===== src/rtl/colgen_pkg.sv =====
// Package: shared encodings for the burst column generator.
// Assumes: the mode field layout given in the brief (bit 2 of the length code selects full page).
package colgen_pkg;
    typedef enum logic {
        ORD_SEQ  = 1'b0,
        ORD_INTL = 1'b1
    } burst_order_e;

    localparam int LEN_FIELD_W   = 3;
    localparam int FULL_PAGE_BIT = 2;
    localparam int LOG_LEN_W     = 2;
endpackage


===== src/rtl/colgen_mode_dec.sv =====
// Module: colgen_mode_dec
// Turns the length and order fields into a column mask, a full-page flag and an order.
// Assumes: a full page spans every column bit, and full page forces sequential order.
module colgen_mode_dec
    import colgen_pkg::*;
#(
    parameter int COL_W = 11
) (
    input  logic [LEN_FIELD_W-1:0] len_code,
    input  logic                   order_in,
    output logic [COL_W-1:0]       wrap_mask,
    output logic                   full_page,
    output burst_order_e           order_out
);
    logic [LOG_LEN_W-1:0] log_len;

    // Purpose: decode the length field into a wrap mask.
    always_comb begin
        full_page = len_code[FULL_PAGE_BIT];
        log_len   = len_code[LOG_LEN_W-1:0];
        if (full_page) begin
            wrap_mask = '1;
        end else begin
            wrap_mask = COL_W'((32'd1 << log_len) - 32'd1);
        end
    end

    // Purpose: force sequential order when the burst covers a full page.
    always_comb begin
        if (full_page || (order_in == 1'b0)) begin
            order_out = ORD_SEQ;
        end else begin
            order_out = ORD_INTL;
        end
    end
endmodule


===== src/rtl/colgen_addr_calc.sv =====
// Module: colgen_addr_calc
// Forms the column of beat n from the base column, the beat count and the wrap mask.
// Assumes: the count never exceeds the mask in fixed-length bursts.
module colgen_addr_calc
    import colgen_pkg::*;
#(
    parameter int COL_W = 11
) (
    input  logic [COL_W-1:0] base_col,
    input  logic [COL_W-1:0] beat_cnt,
    input  logic [COL_W-1:0] wrap_mask,
    input  burst_order_e     order,
    output logic [COL_W-1:0] col
);
    logic [COL_W-1:0] seq_sum;

    // Purpose: the sequential offset; carries only move upward, so the masked bits are exact.
    always_comb begin
        seq_sum = base_col + beat_cnt;
    end

    // Purpose: each column bit takes the base value outside the mask, and the stepped value inside it.
    for (genvar gi = 0; gi < COL_W; gi++) begin : g_bit
        always_comb begin
            if (!wrap_mask[gi]) begin
                col[gi] = base_col[gi];
            end else if (order == ORD_INTL) begin
                col[gi] = base_col[gi] ^ beat_cnt[gi];
            end else begin
                col[gi] = seq_sum[gi];
            end
        end
    end
endmodule


===== src/rtl/colgen_beat_ctrl.sv =====
// Module: colgen_beat_ctrl
// Holds the burst state: active flag, beat count, base column and captured mode.
// Assumes: a start takes priority over a stop sampled on the same edge.
module colgen_beat_ctrl
    import colgen_pkg::*;
#(
    parameter int COL_W = 11
) (
    input  logic             clk,
    input  logic             rst_n,
    input  logic             cmd_start,
    input  logic             cmd_stop,
    input  logic [COL_W-1:0] start_col,
    input  logic [COL_W-1:0] mask_in,
    input  logic             full_in,
    input  burst_order_e     order_in,
    output logic             active,
    output logic [COL_W-1:0] beat_cnt,
    output logic [COL_W-1:0] base_col,
    output logic [COL_W-1:0] mask_q,
    output logic             full_q,
    output burst_order_e     order_q,
    output logic             at_last
);
    // Purpose: flag the final beat of a fixed-length burst.
    always_comb begin
        at_last = active && !full_q && (beat_cnt == mask_q);
    end

    // Purpose: load on a command, clear on a stop or after the last beat, otherwise step.
    always_ff @(posedge clk) begin
        if (!rst_n) begin
            active   <= 1'b0;
            beat_cnt <= '0;
            base_col <= '0;
            mask_q   <= '0;
            full_q   <= 1'b0;
            order_q  <= ORD_SEQ;
        end else if (cmd_start) begin
            active   <= 1'b1;
            beat_cnt <= '0;
            base_col <= start_col;
            mask_q   <= mask_in;
            full_q   <= full_in;
            order_q  <= order_in;
        end else if (cmd_stop) begin
            active   <= 1'b0;
        end else if (active) begin
            if (at_last) begin
                active <= 1'b0;
            end else begin
                beat_cnt <= beat_cnt + 1'b1;
            end
        end
    end

    // the captured mode holds while a burst runs and no command arrives
    a_r11_mode_held: assert property (@(posedge clk) disable iff (!rst_n)
        (active && !cmd_start) |=> ($stable(mask_q) && $stable(full_q) && $stable(order_q)));

    // a beat that is not the last, with no command, advances the count by one
    a_r2_step_one: assert property (@(posedge clk) disable iff (!rst_n)
        (active && !at_last && !cmd_start && !cmd_stop) |=> (active && beat_cnt == $past(beat_cnt) + 1'b1));
endmodule


===== src/rtl/sdram_burst_colgen.sv =====
// Module: sdram_burst_colgen (top)
// Generates one column address per clock for an SDRAM burst, with valid and last-beat flags.
// Assumes: inputs are synchronous to clk; the mode fields are meaningful only with cmd_start.
module sdram_burst_colgen
    import colgen_pkg::*;
#(
    parameter int COL_W = 11
) (
    input  logic                   clk,
    input  logic                   rst_n,
    input  logic                   cmd_start,
    input  logic                   cmd_stop,
    input  logic [COL_W-1:0]       start_col,
    input  logic [LEN_FIELD_W-1:0] bl_code,
    input  logic                   intl_sel,
    output logic [COL_W-1:0]       col_out,
    output logic                   beat_valid,
    output logic                   beat_last
);
    logic [COL_W-1:0] dec_mask;
    logic             dec_full;
    burst_order_e     dec_order;
    logic             st_active;
    logic [COL_W-1:0] st_cnt;
    logic [COL_W-1:0] st_base;
    logic [COL_W-1:0] st_mask;
    logic             st_full;
    burst_order_e     st_order;
    logic             st_last;

    colgen_mode_dec #(.COL_W(COL_W)) i_mode_dec (
        .len_code  (bl_code),
        .order_in  (intl_sel),
        .wrap_mask (dec_mask),
        .full_page (dec_full),
        .order_out (dec_order)
    );

    colgen_beat_ctrl #(.COL_W(COL_W)) i_beat_ctrl (
        .clk       (clk),
        .rst_n     (rst_n),
        .cmd_start (cmd_start),
        .cmd_stop  (cmd_stop),
        .start_col (start_col),
        .mask_in   (dec_mask),
        .full_in   (dec_full),
        .order_in  (dec_order),
        .active    (st_active),
        .beat_cnt  (st_cnt),
        .base_col  (st_base),
        .mask_q    (st_mask),
        .full_q    (st_full),
        .order_q   (st_order),
        .at_last   (st_last)
    );

    colgen_addr_calc #(.COL_W(COL_W)) i_addr_calc (
        .base_col  (st_base),
        .beat_cnt  (st_cnt),
        .wrap_mask (st_mask),
        .order     (st_order),
        .col       (col_out)
    );

    // Purpose: drive the beat flags from the burst state.
    always_comb begin
        beat_valid = st_active;
        beat_last  = st_last;
    end

    // a sampled command presents its start column on the next cycle
    a_r2_first_beat: assert property (@(posedge clk) disable iff (!rst_n)
        cmd_start |=> (beat_valid && col_out == $past(start_col)));

    // a stop without a command ends the burst
    a_r9_stop_ends: assert property (@(posedge clk) disable iff (!rst_n)
        (cmd_stop && !cmd_start) |=> !beat_valid);

    // nothing follows the last beat unless a new command arrives
    a_r8_after_last: assert property (@(posedge clk) disable iff (!rst_n)
        (beat_last && !cmd_start) |=> !beat_valid);

    // a full-page burst never raises the last-beat flag
    a_r6_full_no_last: assert property (@(posedge clk) disable iff (!rst_n)
        (cmd_start && bl_code[FULL_PAGE_BIT]) |=> !beat_last);

    // a last beat can occur only during a valid burst
    a_r8_last_in_burst: assert property (@(posedge clk) disable iff (!rst_n)
        beat_last |-> beat_valid);
endmodule


===== config.mk =====
export PLATFORM = sky130hd
export DESIGN_NAME = sdram_burst_colgen
export DESIGN_NICKNAME = d
export VERILOG_FILES = /design/src/rtl/colgen_pkg.sv /design/src/rtl/colgen_mode_dec.sv /design/src/rtl/colgen_addr_calc.sv /design/src/rtl/colgen_beat_ctrl.sv /design/src/rtl/sdram_burst_colgen.sv
export SDC_FILE = /design/constraint.sdc
export NUM_CORES = 1
export LEC_CHECK = 0
export CAP_MARGIN = 15
export CORE_ASPECT_RATIO = 1.5
export CORE_MARGIN = 5
export CORE_UTILIZATION = 25
export DETAILED_ROUTE_END_ITERATION = 16
export DONT_BUFFER_PORTS = 1
export GPL_TIMING_DRIVEN = 1
export PLACE_DENSITY = 0.41
export REMOVE_ABC_BUFFERS = 1
export SETUP_SLACK_MARGIN = 0.3
export SYNTH_ARGS = -nofsm -noshare
export SYNTH_HDL_FRONTEND = slang
export SYNTH_SLANG_ARGS = --single-unit

===== constraint.sdc =====
create_clock -name clk -period 2.6 [get_ports clk]
set_input_delay 0 -clock clk [delete_from_list [all_inputs] [get_ports clk]]
set_output_delay 0 -clock clk [all_outputs]
set_load 0.005 [all_outputs]

# After elaboration in Yosys (flattened, before gate mapping)
# Index checks and enable logic that the tools add are counted.
[word_totals]
ff_bits = 36
input_bits = 19
output_inout_bits = 13
elab_cells = 60
[op_classes]
n_addsub = 3
n_eq_ne = 1
shift = 1
n_mux = 28
n_bitwise = 15
reduce_logical = 6
[ops]
columns = ["cell", "n"]
rows = [
  ["2-to-1 mux 1 bit", 27],
  ["adder 11 x 1 -> 11 bit, second input constant", 1],
  ["adder 11 bit", 1],
  ["equality test 11 bit", 1],
  ["2-to-1 mux 11 bit", 1],
  ["left shift 1 x 2 -> 11 bit, first input constant", 1],
  ["subtractor 11 x 1 -> 11 bit, second input constant", 1],
  ["XOR 1 bit", 11],
  ["NOT 1 bit", 4],
  ["AND reduction 3 bit", 1],
  ["logical AND 1 bit", 2],
  ["OR reduction 2 bit", 1],
  ["zero test 1 bit", 1],
  ["logical OR 1 bit", 1],
]

# Depth between registers and ports, before layout
# Gate-level depths: netlist of the first run.
[depth]
depth_word = 7
mapped_depth = 8
mapped_depth_nobuf = 8

# Modules after synthesis
# Synthesis of the first run repeated with hierarchy kept, for this count alone.
[unflattened]
hier_cells = 283
hier_area_um2 = 2464.9
[modules_own_cells]
columns = ["mod", "instances", "cells_per_inst", "area_per_inst_um2", "seq_area_each_um2"]
rows = [
  ["colgen_beat_ctrl", 1, 166, 1630.3, 720.7],
  ["colgen_addr_calc", 1, 97, 698.2, 0.0],
  ["colgen_mode_dec", 1, 20, 136.4, 0.0],
]

# Least setup slack after synthesis of the first run
# Ideal clock, no wire load.
[synth_path]
kind = "register to output"
start = "register i_beat_ctrl.beat_cnt[0]"
end = "output col_out[8]"
arrival_ps = 1923
t_required_ps = 2600
slack_ps = 677
path_stages_with_launch = 9
n_path_buf = 0
cell_sequence = "dfxtp_1 ha_1 inv_1 fa_1 nand2b_1 a211oi_1 nor2_1 xnor2_1 mux2_2"
[synth_between]
elab_chain_cells = 3
[synth_rtl]
columns = ["element", "line", "rtl"]
rows = [
  ["start, declared", "colgen_beat_ctrl.sv:18", "output logic [COL_W-1:0] beat_cnt,"],
  ["start signal, assigned", "colgen_beat_ctrl.sv:52", "beat_cnt <= beat_cnt + 1'b1;"],
  ["adder 11 bit", "colgen_addr_calc.sv:19", "seq_sum = base_col + beat_cnt;"],
  ["2-to-1 mux 1 bit", "colgen_addr_calc.sv:27", "end else if (order == ORD_INTL) begin"],
  ["2-to-1 mux 1 bit", "colgen_addr_calc.sv:25", "if (!wrap_mask[gi]) begin"],
  ["end, declared", "sdram_burst_colgen.sv:16", "output logic [COL_W-1:0] col_out,"],
]
# No other way between the ends.

# Worst setup path in the final report of the first run
[layout_path]
start = "register i_beat_ctrl.base_col[5]"
end = "output col_out[10]"
[layout_between]
elab_chain_cells = 3
[layout_rtl]
columns = ["element", "line", "rtl"]
rows = [
  ["start, declared", "colgen_beat_ctrl.sv:19", "output logic [COL_W-1:0] base_col,"],
  ["start signal, assigned", "colgen_beat_ctrl.sv:42", "base_col <= start_col;"],
  ["adder 11 bit", "colgen_addr_calc.sv:19", ""],
  ["2-to-1 mux 1 bit", "colgen_addr_calc.sv:27", ""],
  ["2-to-1 mux 1 bit", "colgen_addr_calc.sv:25", ""],
]
# No other way between the ends.

==> results of run 1 <==
## final timing paths
path                        endpoint  slack (ns)  depth (start not counted)
min reg2reg       i_beat_ctrl.full_q        0.52                          2
max                      col_out[10]        0.40                          6
min            i_beat_ctrl.mask_q[1]        0.04                          3
max reg2reg  i_beat_ctrl.beat_cnt[1]        0.79                          5
## cell usage in the layout (no fill, tap or decap), types with 2 or more instances in the layout
cell type      instances
or4_1                  3
and2_1                 3
mux2i_1               14
nand2b_1               7
inv_1                  9
dfxtp_1               25
nor3_1                 4
dlygate4sd3_1         32
nand3_1                7
a31oi_1                2
nand2_1               15
and3_1                 2
a21boi_0               4
a21o_1                 2
nor2b_1               13
xnor2_1               10
mux2_2                 5
nor2_1                23
nand3b_1               3
xor2_1                 9
a21oi_1               11
nand4_1                4
ha_2                   3
dfxtp_2                5
o21ai_0               12
ha_1                   9
buf_4                  2
o21a_1                 2
clkbuf_16              5
## sequential cells by signal, indices dropped and copies added (netlist names)
name / count
i_beat_ctrl.full_q: 1
i_beat_ctrl.beat_cnt: 11
i_beat_ctrl.mask_q: 6
i_beat_ctrl.order_q: 1
i_beat_ctrl.active: 1
i_beat_ctrl.base_col: 11
## cell usage after synthesis (all sizes together) (2+ instances only)
cell     n
ha      12
nand2   15
and3     2
nor2    23
nand3b   3
nand4    4
a21boi   4
buf      3
and2     3
o21a     2
xnor2   10
nand3    7
mux2     5
inv      9
nand2b   8
a211oi   2
xor2     9
or4      3
a31oi    2
nor2b   13
mux2i   14
o21ai   13
a21o     2
nor3     4
a21oi   12
clkbuf   4
dfxtp   31
## timing repair
action / CTS / global route
endpoints found under the hold margin: 20 / 0
setup endpoints to repair: 2 / 4
hold buffers: 32 / 0
gates resized for setup: 2 / 13
pin swaps: 0 / 1
## critical path, stage by stage (launching register included)
cell     delay, ns
dfxtp_1       0.39
ha_2          0.33
a21oi_1       0.15
o22ai_1       0.14
or4_1         0.56
a31o_2        0.25
o21ai_0       0.10
## area by class of cell
class / count / area, um2
clock buffer: 6 / 138.9
clock inverter: 1 / 5.005
fill: 861 / 5288
inverter: 9 / 33.78
multi-input combinational: 188 / 1345
sequential: 31 / 630.6
tap: 105 / 131.4
timing repair buffer: 34 / 335.3
## kinds of logic after synthesis
group | Yosys count | synth area share, %
buffers and inverters | 16 | 3.132
adder cells (fa/ha/maj) | 13 | 8.521
flip-flops | 31 | 31.08
XOR/XNOR | 19 | 8.333
AND/OR/NAND/NOR | 90 | 23.87
multiplexers | 19 | 9.837
AO/OA/AOI/OAI | 47 | 15.23
## per-layer routing
layer,up-vias,routed length (um)
met5,-,0
met4,0,83
met3,6,161
met2,30,2957
met1,845,2401
li1,896,-
## metrics by stage
stage	hold slack, ns	utilization [%]	instances
floorplan	0.1178	-	228
global placement	0.1273	26.74	335
detailed placement	0.1281	26.74	335
CTS	0.02811	32.67	374
global route	0.04966	33.13	374
finish	0.03615	33.13	374
## power by group through the flow
stage,sequential [mW],combinational (mW),clock [mW]
finish,0.517,0.166,0.575
global placement,0.528,0.112,0
floorplan,0.522,0.0871,0
detailed placement,0.529,0.112,0
global route,0.520,0.183,0.620
CTS,0.519,0.166,0.593
==> flow_metrics.py, run 1 <==
metrics = {
    "sta": {
        "min_period_over_period_pct": 84.44,
        "finalSetupViolCount": 0,
        "max_freq_ghz": 0.4555,
        "setup_slack_ns": 0.4047,
        "hold_viol_final": 0,
        "finalSetupTns_ns": 0,
        "drv_slew": 0,
        "post-route-min-period_ns": 2.195,
        "worst_pin_slew_ns": 0.6917,
        "skew_ns": 0.003020,
        "max_slew_margin_pct": 53.73,
        "rsz0062_at_grt": "false",
    },
    "layout": {
        "area_growth_pct": 31.20,
        "drive_gt1_share_pct": 11.15,
        "diodes": 0,
        "finalInstanceArea_mm2": 0.002620,
        "nets": 301,
    },
    "pwr": {
        "p_leak_nw": 0.9948,
        "sw_frac_of_total_pct": 23.57,
        "combPwrFrac_pct": 13.2,
        "p_total_mw": 1.258,
        "seqPwrFrac_pct": 41.1,
        "cell_internal_pwr_mw": 0.9617,
        "switchingPower_mw": 0.2966,
        "clockPowerShare_pct": 45.7,
        "powerDensity_mw_per_mm2": 480.3,
        "ir_drop_mv": 0.2827,
    },
    "floorplanning": {
        "die-area_mm2": 0.009912,
        "coreArea_mm2": 0.007908,
        "start_util_pct": 25.25,
        "dieWidth_um": 82.98,
        "die_y_um": 119.5,
        "row_count": 40,
        "io_pins": 32,
    },
    "logic_synthesis": {
        "avgSynthCellArea_um2": 8.498,
        "yosysTopAreaCell": "dfxtp_1",
        "yosysWarnings": 0,
        "synth-main-ff-cell": "dfxtp_1",
        "async_reset_ff_share_pct": 0,
        "synth_top_area_share_pct": 31.08,
        "ys_types": 45,
        "synth_edf_count": 0,
        "synth_area_leaders": "dfxtp_1 (31%), ha_1 (7.5%), mux2i_1 (7.0%), xnor2_1 (4.4%), nor2_1 (4.3%)",
        "netlist_instances": 235,
        "synth_area_mm2": 0.001997,
        "synth_seq_area_share_pct": 31.08,
        "synth_seq_cells": 31,
    },
    "route": {
        "dr.pass1.iters": 4,
        "drcViolationCount": 0,
        "wire_per_inst_um": 14.98,
        "wl_um": 5604,
        "viasPerCell": 4.751,
        "antenna_left": 0,
        "via_count": 1777,
        "drt_iter0_markers": 58,
    },
    "global_route": {
        "grt_busiest_layer": "met2",
        "grt_use_met2_pct": 21.54,
        "grt_pass1_wl_um": 9218,
        "grt_pass1_vias": 1800,
        "grt_util_met3_pct": 2.422,
        "antenna_found_initial": 0,
        "grtUsageTotal_pct": 11.52,
        "grt_util_met1_pct": 12.67,
        "grt_max_degree": 21,
        "grt_overflow": 0,
    },
    "clock_network": {
        "clkSlewWorstSetupHoldPaths_ns": 0.05,
        "htree_levels": 2,
        "clkLatencyLatePin_ns": 0.27,
        "post_cts_buffers": 0,
        "cts_sinks": 31,
        "cts_tree": "yes",
        "root_buffer": "clkbuf_16",
        "cts_buffers": 5,
        "cts.path.max_buffers": 2,
    },
    "worst_setup_path": {
        "critPathKind": "reg2out",
        "rr_startpoint": "i_beat_ctrl.beat_cnt[4]",
        "cp_max_fo": 5,
        "cp-start-kind": "flip-flop",
        "startpoint": "i_beat_ctrl.base_col[5]",
        "critPathRequiredTime_ns": 2.60,
        "crit_arrival_ns": 2.20,
        "cp-end-kind": "output port",
    },
    "placement": {
        "port-buffer-count": 0,
        "hpwl_um": 3996,
        "preCtsSetupSlack_ns": 0.5234,
        "dpl_cell_area_mm2": 0.002115,
        "globalplace.congestion": 0.7846,
    },
    "min_path": {
        "hold_path.class": "in2reg",
        "hold_start": "bl_code[1]",
    },
    "outcome": {
        "status": "finished clean",
    },
    "run": {
        "cap_violations": 0,
    },
}
Power figures use the tool's default switching activity.
==> inputs of run 2 (changes only) <==
Settings changed: ABC_AREA from default to 1, PLACE_DENSITY 0.41 to 0.43.
Clock period 2.6 ns to 1.9 ns, I/O delays scaled along.
==> flow_metrics.py, run 2 <==
metrics = {
    "outcome": {
        "status": "finished clean",
    },
    "logic_synthesis": {
        "async_reset_ff_share_pct": 0,
        "netlist_top_cells_count": "nand2_1 (93), inv_1 (35), nor2_1 (32)",
        "yosysWarnings": 0,
        "yosysTopAreaCell": "dfxtp_1",
        "synth-main-ff-cell": "dfxtp_1",
        "synth_seq_cells": 31,
        "avgSynthCellArea_um2": 6.433,
        "synth_edf_count": 0,
        "synth_area_leaders": "dfxtp_1 (29%), nand2_1 (16%), ha_1 (7.0%), nand3_1 (7.0%), inv_1 (6.2%)",
        "synth_top_area_share_pct": 29.06,
        "netlist_instances": 332,
        "synth_area_mm2": 0.002136,
        "yosys.cell_count.top_type": "nand2_1",
        "synth_seq_area_share_pct": 29.06,
        "ys_types": 31,
    },
    "worst_setup_path": {
        "cp-start-kind": "flip-flop",
        "crit_arrival_ns": 1.85,
        "rr_worst_depth": 10,
        "critPathKind": "reg2out",
        "r2r_setup_slack_ns": 0.40,
        "cp-end-kind": "output port",
        "r2r_end": "i_beat_ctrl.beat_cnt[8]",
        "critPathRequiredTime_ns": 1.90,
        "rr_startpoint": "i_beat_ctrl.beat_cnt[0]",
        "cp_max_fo": 2,
    },
    "run": {
        "cap_violations": 0,
    },
    "clock_network": {
        "clkSlewWorstSetupHoldPaths_ns": 0.06,
        "cts_buffers": 5,
        "cts_tree": "yes",
        "clkLatencyLatePin_ns": 0.28,
        "htree_levels": 2,
        "root_buffer": "clkbuf_16",
        "cts.path.max_buffers": 2,
        "cts_sinks": 31,
    },
    "route": {
        "drcViolationCount": 0,
        "via_count": 2264,
        "antenna_left": 0,
        "drt_iter0_markers": 100,
        "wire_per_inst_um": 14.82,
        "dr.pass1.iters": 4,
        "wl_um": 7129,
        "viasPerCell": 4.707,
    },
    "sta": {
        "finalSetupViolCount": 0,
        "rsz0062_at_grt": "true",
        "skew_ns": 0.006460,
        "max_freq_ghz": 0.5407,
        "setup_slack_ns": 0.05044,
        "hold_viol_final": 0,
        "post-route-min-period_ns": 1.850,
        "drv_slew": 0,
        "finalSetupTns_ns": 0,
        "max_slew_margin_pct": 58.60,
        "worst_pin_slew_ns": 0.6203,
        "min_period_over_period_pct": 97.35,
        "hold_ws_ns": 0.01801,
    },
    "global_route": {
        "grt_overflow": 0,
        "antenna_found_initial": 0,
        "grt_pass1_vias": 2254,
        "grt_pass1_wl_um": 11070,
        "grtUsageTotal_pct": 13.72,
        "grt_max_degree": 20,
    },
    "placement": {
        "port-buffer-count": 0,
        "hpwl_um": 5124,
        "dpl_cell_area_mm2": 0.002292,
        "preCtsSetupSlack_ns": 0.1014,
        "globalplace.congestion": 0.8916,
    },
    "floorplanning": {
        "die-area_mm2": 0.01053,
        "die_y_um": 123.2,
        "coreArea_mm2": 0.008362,
        "io_pins": 32,
        "row_count": 41,
        "start_util_pct": 25.54,
        "dieWidth_um": 85.47,
    },
    "layout": {
        "final_common_cell": "nand2_1",
        "nets": 405,
        "largest_registers": "i_beat_ctrl.base_col: 11 flops, i_beat_ctrl.beat_cnt: 11 flops, i_beat_ctrl.mask_q: 6 flops",
        "drive_gt1_share_pct": 22.46,
        "area_growth_pct": 41.89,
        "final_cell_mix": "nand2_1 (85), inv_1 (33), nor2_1 (31), nand3_1 (24), dlygate4sd3_1 (24)",
        "diodes": 0,
        "finalInstanceArea_mm2": 0.003030,
    },
    "min_path": {
        "holdPathEnd": "i_beat_ctrl.mask_q[9]",
        "hold_start": "cmd_start",
        "hold-path-cell-count": 2,
        "hold_path.class": "in2reg",
    },
    "pwr": {
        "p_leak_nw": 1.236,
        "ir_drop_mv": 0.3600,
        "powerDensity_mw_per_mm2": 608.9,
    },
}
-- run 2: cell families after synthesis --
| family | Yosys count | share of synthesized area [%] |
|---|---|---|
| AO/OA/AOI/OAI | 57 | 15.64 |
| XOR/XNOR | 11 | 4.511 |
| AND/OR/NAND/NOR | 172 | 33.69 |
| flip-flops | 31 | 29.06 |
| adder cells (fa/ha/maj) | 13 | 7.967 |
| buffers and inverters | 48 | 9.139 |
-- run 2: report_power, final --
part	internal (mW)	switching, mW	leakage [nW]
sequential	0.677	0.0341	0.262
combinational	0.129	0.153	0.896
clock	0.558	0.295	0.0772
-- run 2: metrics by stage --
step	util [%]	total power, mW	instances
final	36.24	1.845	481
after global routing	36.24	1.918	481
after CTS	33.85	1.842	475
after detailed placement	27.41	0.9172	439
after global placement	27.41	0.9167	439
after floorplan	-	0.8521	322
-- run 2: layout make-up --
type | count | area, um2
fill | 908 | 5331
inverter | 38 | 142.6
tap | 107 | 133.9
sequential | 31 | 648.1
multi-input combinational | 254 | 1541
clock buffer | 8 | 156.4
timing repair buffer | 43 | 407.9
-- run 2: layer usage --
layer	vias up	global-route usage, %	share of wire (%)
met2	31	27.19	57
met3	11	2.667	2.8
met1	1051	13.51	38
met4	0	5.941	2.1
met5	-	0	0
li1	1171	-	-
-- run 2: timing repair --
item / 4_1_cts / 5_1_grt
hold buffers: 25 / 0
hold endpoints to repair: 19 / 0
cloned: 0 / 1
buffers inserted: 3 / 5
pin swaps: 9 / 18
setup endpoints to repair: 22 / 27
resized for setup: 30 / 33
-- run 2: worst max-delay path: stages, from the launching register on --
cell and delay, ns:
dfxtp_2 0.35, ha_4 0.14, inv_2 0.03, fa_2 0.34, inv_2 0.07, buf_4 0.10, buf_4 0.09, buf_4 0.09
buf_4 0.09, nand3_1 0.06, nand2_1 0.11, o22ai_2 0.07
-- run 2: worst max-delay path by stage --
stage / start / endpoint / slack [ns]
6_report: i_beat_ctrl.beat_cnt[0] / col_out[2] / 0.05
2_1_floorplan: i_beat_ctrl.beat_cnt[0] / col_out[10] / 0.29
4_1_cts: i_beat_ctrl.base_col[0] / col_out[10] / 0.04
3_5_place_dp: i_beat_ctrl.base_col[0] / col_out[6] / 0.10
3_3_place_gp: i_beat_ctrl.base_col[0] / col_out[6] / 0.16
5_1_grt: i_beat_ctrl.beat_cnt[0] / col_out[6] / -0.03
==> inputs of run 3 (changes only) <==
Settings changed: GPL_ROUTABILITY_DRIVEN from default to 0.
Clock period 1.9 ns to 1.7 ns, I/O delays scaled along.
==> flow_metrics.py, run 3 (synthesis results as in run 2) <==
metrics = {
    "layout": {
        "n_fill_cell": 904,
        "register_area_um2": 640.6,
        "final_common_cell": "nand2_1",
        "drive_gt1_share_pct": 29.68,
        "final_cell_mix": "nand2_1 (76), inv_1 (29), nor2_1 (29), nand3_1 (23), buf_4 (22)",
        "area_growth_pct": 43.00,
        "nets": 407,
        "diodes": 0,
        "largest_registers": "i_beat_ctrl.base_col: 11 flops, i_beat_ctrl.beat_cnt: 11 flops, i_beat_ctrl.mask_q: 6 flops",
        "multi_input_area_mm2": 0.001598,
    },
    "global_route": {
        "grt_overflow": 0,
        "grt_pass1_vias": 2318,
        "antenna_found_initial": 0,
        "grt_max_degree": 20,
        "grtUsageTotal_pct": 14.54,
        "grt_pass1_wl_um": 11670,
    },
    "sta": {
        "max_slew_margin_pct": 60.24,
        "setup_slack_ns": -0.1022,
        "drv_slew": 0,
        "skew_ns": 0.005191,
        "hold_viol_final": 1,
        "hold_ws_ns": -0.0004673,
        "max_freq_ghz": 0.5549,
        "min_period_over_period_pct": 106.0,
        "finalSetupViolCount": 5,
        "rsz0062_at_grt": "true",
        "post-route-min-period_ns": 1.802,
        "worst_pin_slew_ns": 0.5964,
    },
    "worst_setup_path": {
        "critPathRequiredTime_ns": 1.70,
        "cp_max_fo": 2,
        "worstPathCellList": "ha_4 -> inv_2 -> fa_2 -> buf_4 -> o21bai_1 -> a21oi_1 -> o31ai_2",
        "crit_arrival_ns": 1.80,
        "critPathKind": "reg2out",
        "crit_buf_inv": 2,
        "slowest_delay_ns": 0.35,
        "cp_top_family": "compound AO/OA/AOI/OAI gates",
        "cp_slowest_cell": "dfxtp_2",
        "cp-start-kind": "flip-flop",
        "cp-end-kind": "output port",
    },
    "route": {
        "antenna_left": 0,
        "via_count": 2273,
        "drt_iter0_markers": 82,
        "viasPerCell": 4.726,
        "dr.pass1.iters": 5,
        "wl_um": 7207,
        "top_layer": "met4",
        "drcViolationCount": 0,
        "dr_wl_met2_um": 4092,
        "wl_met1_um": 2739,
        "routed-wl-met3_um": 209,
        "wire_per_inst_um": 14.98,
    },
    "placement": {
        "hpwl_um": 5187,
        "port-buffer-count": 0,
        "preCtsSetupSlack_ns": -0.02790,
    },
    "clock_network": {
        "cts_tree": "yes",
        "clkLatencyLatePin_ns": 0.28,
        "cts.path.max_buffers": 2,
        "cts_sinks": 31,
        "root_buffer": "clkbuf_16",
        "cts_buffers": 5,
        "clkSlewWorstSetupHoldPaths_ns": 0.05,
        "htree_levels": 2,
    },
    "floorplanning": {
        "io_pins": 32,
        "start_util_pct": 25.54,
        "row_count": 41,
        "coreArea_mm2": 0.008362,
        "die_y_um": 123.2,
        "dieWidth_um": 85.47,
        "die-area_mm2": 0.01053,
    },
    "pwr": {
        "combPwrFrac_pct": 16.3,
        "p_total_mw": 1.961,
        "sw_frac_of_total_pct": 27.37,
        "cell_internal_pwr_mw": 1.424,
        "switchingPower_mw": 0.5367,
        "seqPwrFrac_pct": 40.6,
        "powerDensity_mw_per_mm2": 642.0,
        "ir_drop_mv": 0.4281,
        "clockPowerShare_pct": 43.1,
        "p_leak_nw": 1.254,
    },
    "run": {
        "cap_violations": 0,
    },
    "outcome": {
        "status": "finished with violations",
        "violations": "hold timing, setup timing",
    },
    "min_path": {
        "hold_path.class": "in2reg",
    },
}
## run 3: changes by cell type in the layout (fill, tap and decap cells not counted), sizes merged
cell,change
buf,+10
clkbuf,-2
dlygate4sd3,-9
dlymetal6s2s,+1
## run 3: final cells by class
cell class / count / share of cell area, %
multi-input combinational: 254 / 52.31
sequential: 31 / 20.97
timing repair buffer: 45 / 13.36
inverter: 38 / 4.752
tap: 107 / 4.383
clock buffer: 6 / 4.220
## run 3: path summary, 6_finish.rpt
check,from,end,slack (ns),cells after the start
worst min-delay path,cmd_start,i_beat_ctrl.full_q,-0.0005,2
worst max register to register,i_beat_ctrl.beat_cnt[1],i_beat_ctrl.beat_cnt[9],0.13,10
worst max-delay path,i_beat_ctrl.beat_cnt[0],col_out[4],-0.10,7
worst min register to register,i_beat_ctrl.base_col[10],i_beat_ctrl.base_col[10],0.48,2
## run 3: what timing repair did
action	CTS	global route
cloned	2	0
hold buffers	17	0
gates resized for setup	80	8
endpoints found under the hold margin	19	0
pin swaps	19	16
setup endpoints to repair	23	27
buffers inserted	4	3
## run 3: routing by layer
layer	up-vias	global-route usage, %
met4	0	6.931
met2	34	28.65
li1	1175	-
met5	-	0
met1	1054	14.45
met3	10	2.400
## run 3: metrics by stage
stage                     instances  area [um2]   TNS, ns  hold slack [ns]  utilization [%]
final                           481        3054   -0.3452       -0.0004673            36.53
after global routing            481        3054    -1.072          0.02481            36.53
after CTS                       478        3013   -0.4744         0.008375            36.03
after detailed placement        449        2367  -0.04815           0.1262            28.31
after global placement          449        2367         0           0.1216            28.31
after floorplan                 322        2083         0           0.1172                -
## run 3: power by group through the flow
| stage | registers (mW) | logic, mW | clock network (mW) |
|---|---|---|---|
| finish | 0.796 | 0.319 | 0.846 |
| CTS | 0.796 | 0.318 | 0.867 |
| detailed placement | 0.806 | 0.227 | 0 |
| global route | 0.800 | 0.357 | 0.892 |
| global placement | 0.806 | 0.227 | 0 |
| floorplan | 0.800 | 0.153 | 0 |
